## src/rtl/dsl_pkg.sv

```systemverilog
package dsl_pkg;

    // One-hot state codes: each strobe is decoded from a single flop.
    typedef enum logic [5:0] {
        S_IDLE  = 6'b000001,
        S_LOW   = 6'b000010,
        S_HIGH  = 6'b000100,
        S_GAP   = 6'b001000,
        S_STORE = 6'b010000,
        S_DONE  = 6'b100000
    } dsl_state_t;

endpackage

```

## src/rtl/dsl_phase_timer.sv

```systemverilog
// Down counter that times one strobe phase. Loaded on entry to a phase
// with (length-1); reports expiry while the count is zero.
module dsl_phase_timer #(
    parameter int W = 8
) (
    input  logic         clk,
    input  logic         rst_n,
    input  logic         load,
    input  logic [W-1:0] load_val,
    output logic         expired
);

    logic [W-1:0] cnt_q;

    always_ff @(posedge clk or negedge rst_n) begin
        if (!rst_n) begin
            cnt_q <= '0;
        end else if (load) begin
            cnt_q <= load_val;
        end else if (cnt_q != '0) begin
            cnt_q <= cnt_q - 1'b1;
        end
    end

    assign expired = (cnt_q == '0);

endmodule

```

## src/rtl/dsl_word_shifter.sv

```systemverilog
// Holds the word being sent; presents its MSB on the serial line and
// moves left by one bit per completed shift-clock pulse.
module dsl_word_shifter #(
    parameter int NB = 16
) (
    input  logic          clk,
    input  logic          rst_n,
    input  logic          load,
    input  logic [NB-1:0] word,
    input  logic          adv,
    output logic          bit_out,
    output logic          last_bit
);

    localparam int IDX_W = (NB > 1) ? $clog2(NB) : 1;

    logic [NB-1:0]    sreg_q;
    logic [IDX_W-1:0] idx_q;

    always_ff @(posedge clk or negedge rst_n) begin
        if (!rst_n) begin
            sreg_q <= '0;
            idx_q  <= '0;
        end else if (load) begin
            sreg_q <= word;
            idx_q  <= '0;
        end else if (adv) begin
            sreg_q <= {sreg_q[NB-2:0], 1'b0};
            idx_q  <= idx_q + 1'b1;
        end
    end

    assign bit_out  = sreg_q[NB-1];
    assign last_bit = (idx_q == IDX_W'(NB - 1));

endmodule

```

## src/rtl/dsl_blink.sv

```systemverilog
// Output-enable source: follows the static blank input, or toggles every
// HALF cycles while blinking is enabled (starting in the visible phase).
module dsl_blink #(
    parameter int HALF = 64
) (
    input  logic clk,
    input  logic rst_n,
    input  logic blink_en,
    input  logic blank_in,
    output logic oe_n
);

    localparam int CW = (HALF > 1) ? $clog2(HALF) : 1;

    logic [CW-1:0] cnt_q;
    logic          phase_q;

    always_ff @(posedge clk or negedge rst_n) begin
        if (!rst_n) begin
            cnt_q   <= '0;
            phase_q <= 1'b0;
        end else if (!blink_en) begin
            cnt_q   <= '0;
            phase_q <= 1'b0;
        end else if (cnt_q == CW'(HALF - 1)) begin
            cnt_q   <= '0;
            phase_q <= ~phase_q;
        end else begin
            cnt_q <= cnt_q + 1'b1;
        end
    end

    assign oe_n = blink_en ? phase_q : blank_in;

endmodule

```

## src/rtl/disp_serial_loader.sv

```systemverilog
module disp_serial_loader #(
    parameter int NUM_REGS   = 2,
    parameter int CNT_W      = 8,
    parameter int BLINK_HALF = 64
) (
    input  logic                    clk,
    input  logic                    rst_n,
    input  logic                    start,
    input  logic [NUM_REGS*8-1:0]   word_in,
    input  logic [CNT_W-1:0]        sclk_lo,
    input  logic [CNT_W-1:0]        sclk_hi,
    input  logic [CNT_W-1:0]        stclk_hi,
    input  logic                    blank_in,
    input  logic                    blink_en,
    output logic                    ser_out,
    output logic                    shift_clk,
    output logic                    store_clk,
    output logic                    oe_n,
    output logic                    busy,
    output logic                    done
);

    import dsl_pkg::*;

    localparam int NB = NUM_REGS * 8;

    dsl_state_t state_q, state_d;

    logic             tmr_load;
    logic [CNT_W-1:0] tmr_val;
    logic             tmr_exp;
    logic             sh_load;
    logic             sh_adv;
    logic             sh_last;

    // Phase length minus one, with zero treated as a length of one.
    function automatic logic [CNT_W-1:0] len_m1(input logic [CNT_W-1:0] v);
        return (v == '0) ? '0 : v - 1'b1;
    endfunction

    dsl_phase_timer #(.W(CNT_W)) u_timer (
        .clk      (clk),
        .rst_n    (rst_n),
        .load     (tmr_load),
        .load_val (tmr_val),
        .expired  (tmr_exp)
    );

    dsl_word_shifter #(.NB(NB)) u_shift (
        .clk      (clk),
        .rst_n    (rst_n),
        .load     (sh_load),
        .word     (word_in),
        .adv      (sh_adv),
        .bit_out  (ser_out),
        .last_bit (sh_last)
    );

    dsl_blink #(.HALF(BLINK_HALF)) u_blink (
        .clk      (clk),
        .rst_n    (rst_n),
        .blink_en (blink_en),
        .blank_in (blank_in),
        .oe_n     (oe_n)
    );

    // State register.
    always_ff @(posedge clk or negedge rst_n) begin
        if (!rst_n) begin
            state_q <= S_IDLE;
        end else begin
            state_q <= state_d;
        end
    end

    // Next state and datapath controls.
    always_comb begin
        state_d  = state_q;
        tmr_load = 1'b0;
        tmr_val  = '0;
        sh_load  = 1'b0;
        sh_adv   = 1'b0;
        unique case (state_q)
            S_IDLE: begin
                if (start) begin
                    state_d  = S_LOW;
                    sh_load  = 1'b1;
                    tmr_load = 1'b1;
                    tmr_val  = len_m1(sclk_lo);
                end
            end
            S_LOW: begin
                if (tmr_exp) begin
                    state_d  = S_HIGH;
                    tmr_load = 1'b1;
                    tmr_val  = len_m1(sclk_hi);
                end
            end
            S_HIGH: begin
                if (tmr_exp) begin
                    // The bit just clocked is consumed; the next one is
                    // placed while the shift clock is low again.
                    sh_adv   = 1'b1;
                    tmr_load = 1'b1;
                    tmr_val  = len_m1(sclk_lo);
                    state_d  = sh_last ? S_GAP : S_LOW;
                end
            end
            S_GAP: begin
                if (tmr_exp) begin
                    state_d  = S_STORE;
                    tmr_load = 1'b1;
                    tmr_val  = len_m1(stclk_hi);
                end
            end
            S_STORE: begin
                if (tmr_exp) begin
                    state_d = S_DONE;
                end
            end
            S_DONE: begin
                state_d = S_IDLE;
            end
            default: begin
                state_d = S_IDLE;
            end
        endcase
    end

    // Moore outputs decoded from the state register.
    always_comb begin
        shift_clk = 1'b0;
        store_clk = 1'b0;
        busy      = 1'b1;
        done      = 1'b0;
        unique case (state_q)
            S_IDLE:  busy      = 1'b0;
            S_LOW:   shift_clk = 1'b0;
            S_HIGH:  shift_clk = 1'b1;
            S_GAP:   shift_clk = 1'b0;
            S_STORE: store_clk = 1'b1;
            S_DONE:  done      = 1'b1;
            default: busy      = 1'b0;
        endcase
    end

endmodule

```

## config.mk

```make
export PLATFORM = sky130hd
export DESIGN_NAME = disp_serial_loader
export DESIGN_NICKNAME = d
export VERILOG_FILES = /design/src/rtl/dsl_pkg.sv /design/src/rtl/dsl_phase_timer.sv /design/src/rtl/dsl_word_shifter.sv /design/src/rtl/dsl_blink.sv /design/src/rtl/disp_serial_loader.sv
export SDC_FILE = /design/constraint.sdc
export NUM_CORES = 1
export LEC_CHECK = 0
export ABC_AREA = 0
export BUFFER_PORTS_ARGS = -buffer_cell sky130_fd_sc_hd__buf_2
export CAP_MARGIN = 10
export CORE_UTILIZATION = 50
export DETAILED_ROUTE_END_ITERATION = 12
export MAX_ROUTING_LAYER = met4
export PLACE_DENSITY = 0.8
export SLEW_MARGIN = 40
export SYNTH_ARGS = -nofsm -noshare
export SYNTH_HDL_FRONTEND = slang
export SYNTH_HIERARCHICAL = 1
export SYNTH_SLANG_ARGS = --single-unit
```

## constraint.sdc

```tcl
create_clock -name clk -period 3.75 [get_ports clk]
set_clock_uncertainty 0.15 [all_clocks]
set_input_delay 0.375 -clock clk [delete_from_list [all_inputs] [get_ports clk]]
set_output_delay 0.375 -clock clk [all_outputs]
set_load 0.05 [all_outputs]
```

==> impl_metrics.py <==
metrics = {
    "power_and_ir_drop": {
        "p_seq_share_pct": 43.4,
        "p_clk_share_pct": 16.9,
        "p_int_w": 0.000991,
        "irDropWorstVdd_mv": 0.298,
        "p_leak_nw": 1.40,
        "p_sw_w": 0.000650,
        "sw_frac_of_total_pct": 39.6,
        "cellPowerDensity_nw_per_um2": 516,
        "p_total_w": 0.00164,
        "power_frac_comb_pct": 39.7,
    },
    "cells_and_area": {
        "synthToLayoutAreaGrowth_pct": 13.5,
        "drive_gt1_share_pct": 23.2,
        "finalNetCount": 410,
        "fin_cells": 427,
        "num_antenna_cells": 0,
        "fillers": 474,
    },
    "logic_synthesis": {
        "synthesis.instances": 305,
        "synth-main-ff-cell": "dfrtp_1",
        "synth_edf_count": 0,
        "avgSynthCellArea_um2": 9.19,
        "ys_warn_count": 6,
        "synth_area_um2": 2800,
        "synthDistinctLibCells": 66,
        "synth_top_area_share_pct": 35.7,
        "netlist_top_cells_area": "dfrtp_1 36%, mux2i_1 6.4%, nand2_1 5.5%, ha_1 4.0%, xnor2_1 3.4%",
        "synth-seq-cells": 41,
        "async_flop_share_pct": 100,
        "synth_nets": 359,
        "synth_largest_area_cell": "dfrtp_1",
        "synth-seq-area-share_pct": 36.7,
    },
    "critical_path": {
        "critPathKind": "reg -> reg",
        "path_buf_inv": 4,
        "cp_slowest_cell": "or3b_1",
        "crit_arrival_ps": 2980,
        "path_cells": "inv_1 > ha_1 > or3b_1 > nor2_1 > buf_4 > and3b_1 > nand2_1 > inv_1 > buf_4 > mux2i_1 > o21ai_1",
        "cp_data_required_time_ps": 3770,
        "critPathMaxFanout": 13,
        "max_stage_delay_ps": 490,
        "start_kind": "flip-flop",
        "end_kind": "flip-flop",
        "path_delay_family": "buffers and inverters",
    },
    "cts": {
        "cts_tree": "built",
        "clock-sinks": 41,
        "cts_made_buffers": 5,
        "cts_root_buf": "clkbuf_8",
        "clock_latency_ps": 290,
        "cts-resized-gates": 0,
        "htreeDepth": 2,
        "clkTransAtPathRegs_ps": 80,
        "clockBufferDepth": 2,
    },
    "drt": {
        "vias_per_cell": 5.55,
        "drt_first_pass_iters": 4,
        "route.detailed.drc": 0,
        "wirelength_mm": 5.83,
        "antenna_left": 0,
        "wl_per_cell_um": 13.7,
        "drt-initial-drc-count": 107,
        "num_vias": 2370,
    },
    "global_routing": {
        "grt_overflow": 0,
        "grt_pass1_wl_mm": 10.3,
        "grt_pass1_vias": 2331,
        "antenna_found_initial": 0,
        "grt_max_degree": 42,
        "grt_util_all_layers_pct": 22.3,
    },
    "sta": {
        "slew_headroom_pct": 55.2,
        "tightest_slew_ps": 666,
        "rsz0062_at_grt": "no",
        "period_share_pct": 79.1,
        "slew_viol_final": 0,
        "setup_violations": 0,
        "layout_setup_ws_ps": 785,
        "period_minus_slack_ps": 2960,
        "finalSetupTns_ps": 0,
        "fmax_ghz": 0.337,
        "hold_viol": 0,
    },
    "floorplan": {
        "initial_core_util_pct": 53.5,
        "fp.coreArea_um2": 5240,
        "ios": 51,
        "die_h_um": 76.9,
        "die_x_um": 76.9,
        "rows": 26,
        "die_area_um2": 5910,
    },
    "run": {
        "cap_violations": 0,
    },
    "place": {
        "place_inst": 418,
        "io_buffers": 50,
        "place_hpwl_mm": 4.50,
        "dp_slack_ps": 794,
        "gp_congestion": 0.893,
    },
    "hold_path": {
        "min_path_type": "in -> reg",
    },
    "outcome": {
        "status": "finished clean",
    },
}
area by class of cell:
cell class | count | area [um^2] | area share (%)
Clock inverter | 3 | 17.5 | 0.551
Clock buffer | 5 | 68.8 | 2.16
Tap cell | 70 | 87.6 | 2.75
Inverter | 17 | 63.8 | 2.01
Sequential cell | 41 | 1030 | 32.3
Timing Repair Buffer | 54 | 285 | 8.97
Multi-Input combinational cell | 237 | 1630 | 51.3
synth_stat cells, drive strengths merged, types with 4 or more instances:
cell and count:
dfrtp 40, xor2 9, nor2 20, xnor2 11
nor3b 5, nand3 5, o21ai 28, o2bb2ai 5
nand2 41, o31ai 5, o22ai 7, ha 9
inv 17, mux2i 18, buf 8, nor4 6
and2 4, nor3 10, a21oi 9
timing repair:
action,4_1_cts,5_1_grt
hold buffers,1,0
setup buffers,0,0
endpoints found under the hold margin,40,0
per-stage QoR:
stage	cell area, um^2	utilization [%]	hold WS [ps]
final	3180	60.7	148
after global routing	3180	60.7	132
after CTS	3180	60.7	133
after detailed placement	3080	58.9	233
after global placement	3080	58.8	301
after floorplan	2800	-	-70.6
worst paths after layout:
path,start,end,slack (ps),cells after the start
max,u_timer/cnt_q[0],u_shift/sreg_q[7],790,11
min,word_in[0],u_shift/sreg_q[0],150,3
max reg2reg,u_timer/cnt_q[0],u_shift/sreg_q[7],790,11
min reg2reg,u_blink/cnt_q[0],u_blink/cnt_q[0],330,1
max in group asynchronous,rst_n,state_q[0],2630,2
min in group asynchronous,rst_n,u_blink/cnt_q[4],450,2
worst min-delay path, cell delays in order:
cell	delay, ps
buf_2	70
nand2_1	40
o21ai_0	60
cell families after synthesis:
family	synth area share [%]
AO/OA/AOI/OAI	17.5
XOR/XNOR	6.25
adder cells (fa/ha/maj)	4.02
buffers and inverters	5.18
flip-flops	36.7
multiplexers	6.83
AND/OR/NAND/NOR	23.6
layer usage:
layer  up-vias  track usage [%]  wire [um]
met1      1130             28.1       2750
met5         -                -          0
li1       1198                -          -
met3         4             4.64        168
met2        38             36.6       2880
met4         0             5.58         33
power by group through the flow:
stage | Clock, W | Sequential [W] | Combinational, W
after floorplan | 0 | 0.000701 | 0.000496
after global placement | 0 | 0.000709 | 0.000627
after detailed placement | 0 | 0.000715 | 0.000651
after CTS | 0.000291 | 0.000709 | 0.000652
after global routing | 0.000311 | 0.000733 | 0.000732
final | 0.000278 | 0.000712 | 0.000651
layout by cell type (no fill, tap or decap), types with 2 or more instances in the layout:
| master | instances |
|---|---|
| nand3_1 | 3 |
| or4_1 | 2 |
| mux2i_1 | 18 |
| o21ai_2 | 2 |
| o21ai_1 | 15 |
| and3b_2 | 2 |
| xnor2_1 | 11 |
| xor2_1 | 9 |
| nand3b_1 | 2 |
| o2bb2ai_1 | 5 |
| nor2_1 | 19 |
| inv_1 | 17 |
| nor4_1 | 3 |
| ha_1 | 9 |
| o22ai_1 | 7 |
| nor3b_1 | 5 |
| and4b_1 | 2 |
| and2_1 | 4 |
| clkbuf_8 | 5 |
| o21a_1 | 2 |
| buf_2 | 49 |
| nor3_1 | 9 |
| or3_1 | 2 |
| a31oi_1 | 3 |
| nand2_1 | 41 |
| dfrtp_1 | 40 |
| a21oi_1 | 8 |
| nand3_2 | 2 |
| o31ai_1 | 5 |
| o22a_1 | 2 |
| clkinv_2 | 2 |
| nor4_2 | 3 |
| o21ai_0 | 11 |
| nand4_1 | 2 |
| buf_4 | 4 |
sequential cells by signal, summed over array words and instances, names as in the netlist:
register	cells
state_q	6
u_blink/cnt_q	6
u_blink/phase_q	1
u_shift/idx_q	4
u_shift/sreg_q	16
u_timer/cnt_q	8
Power figures use the tool's default switching activity.
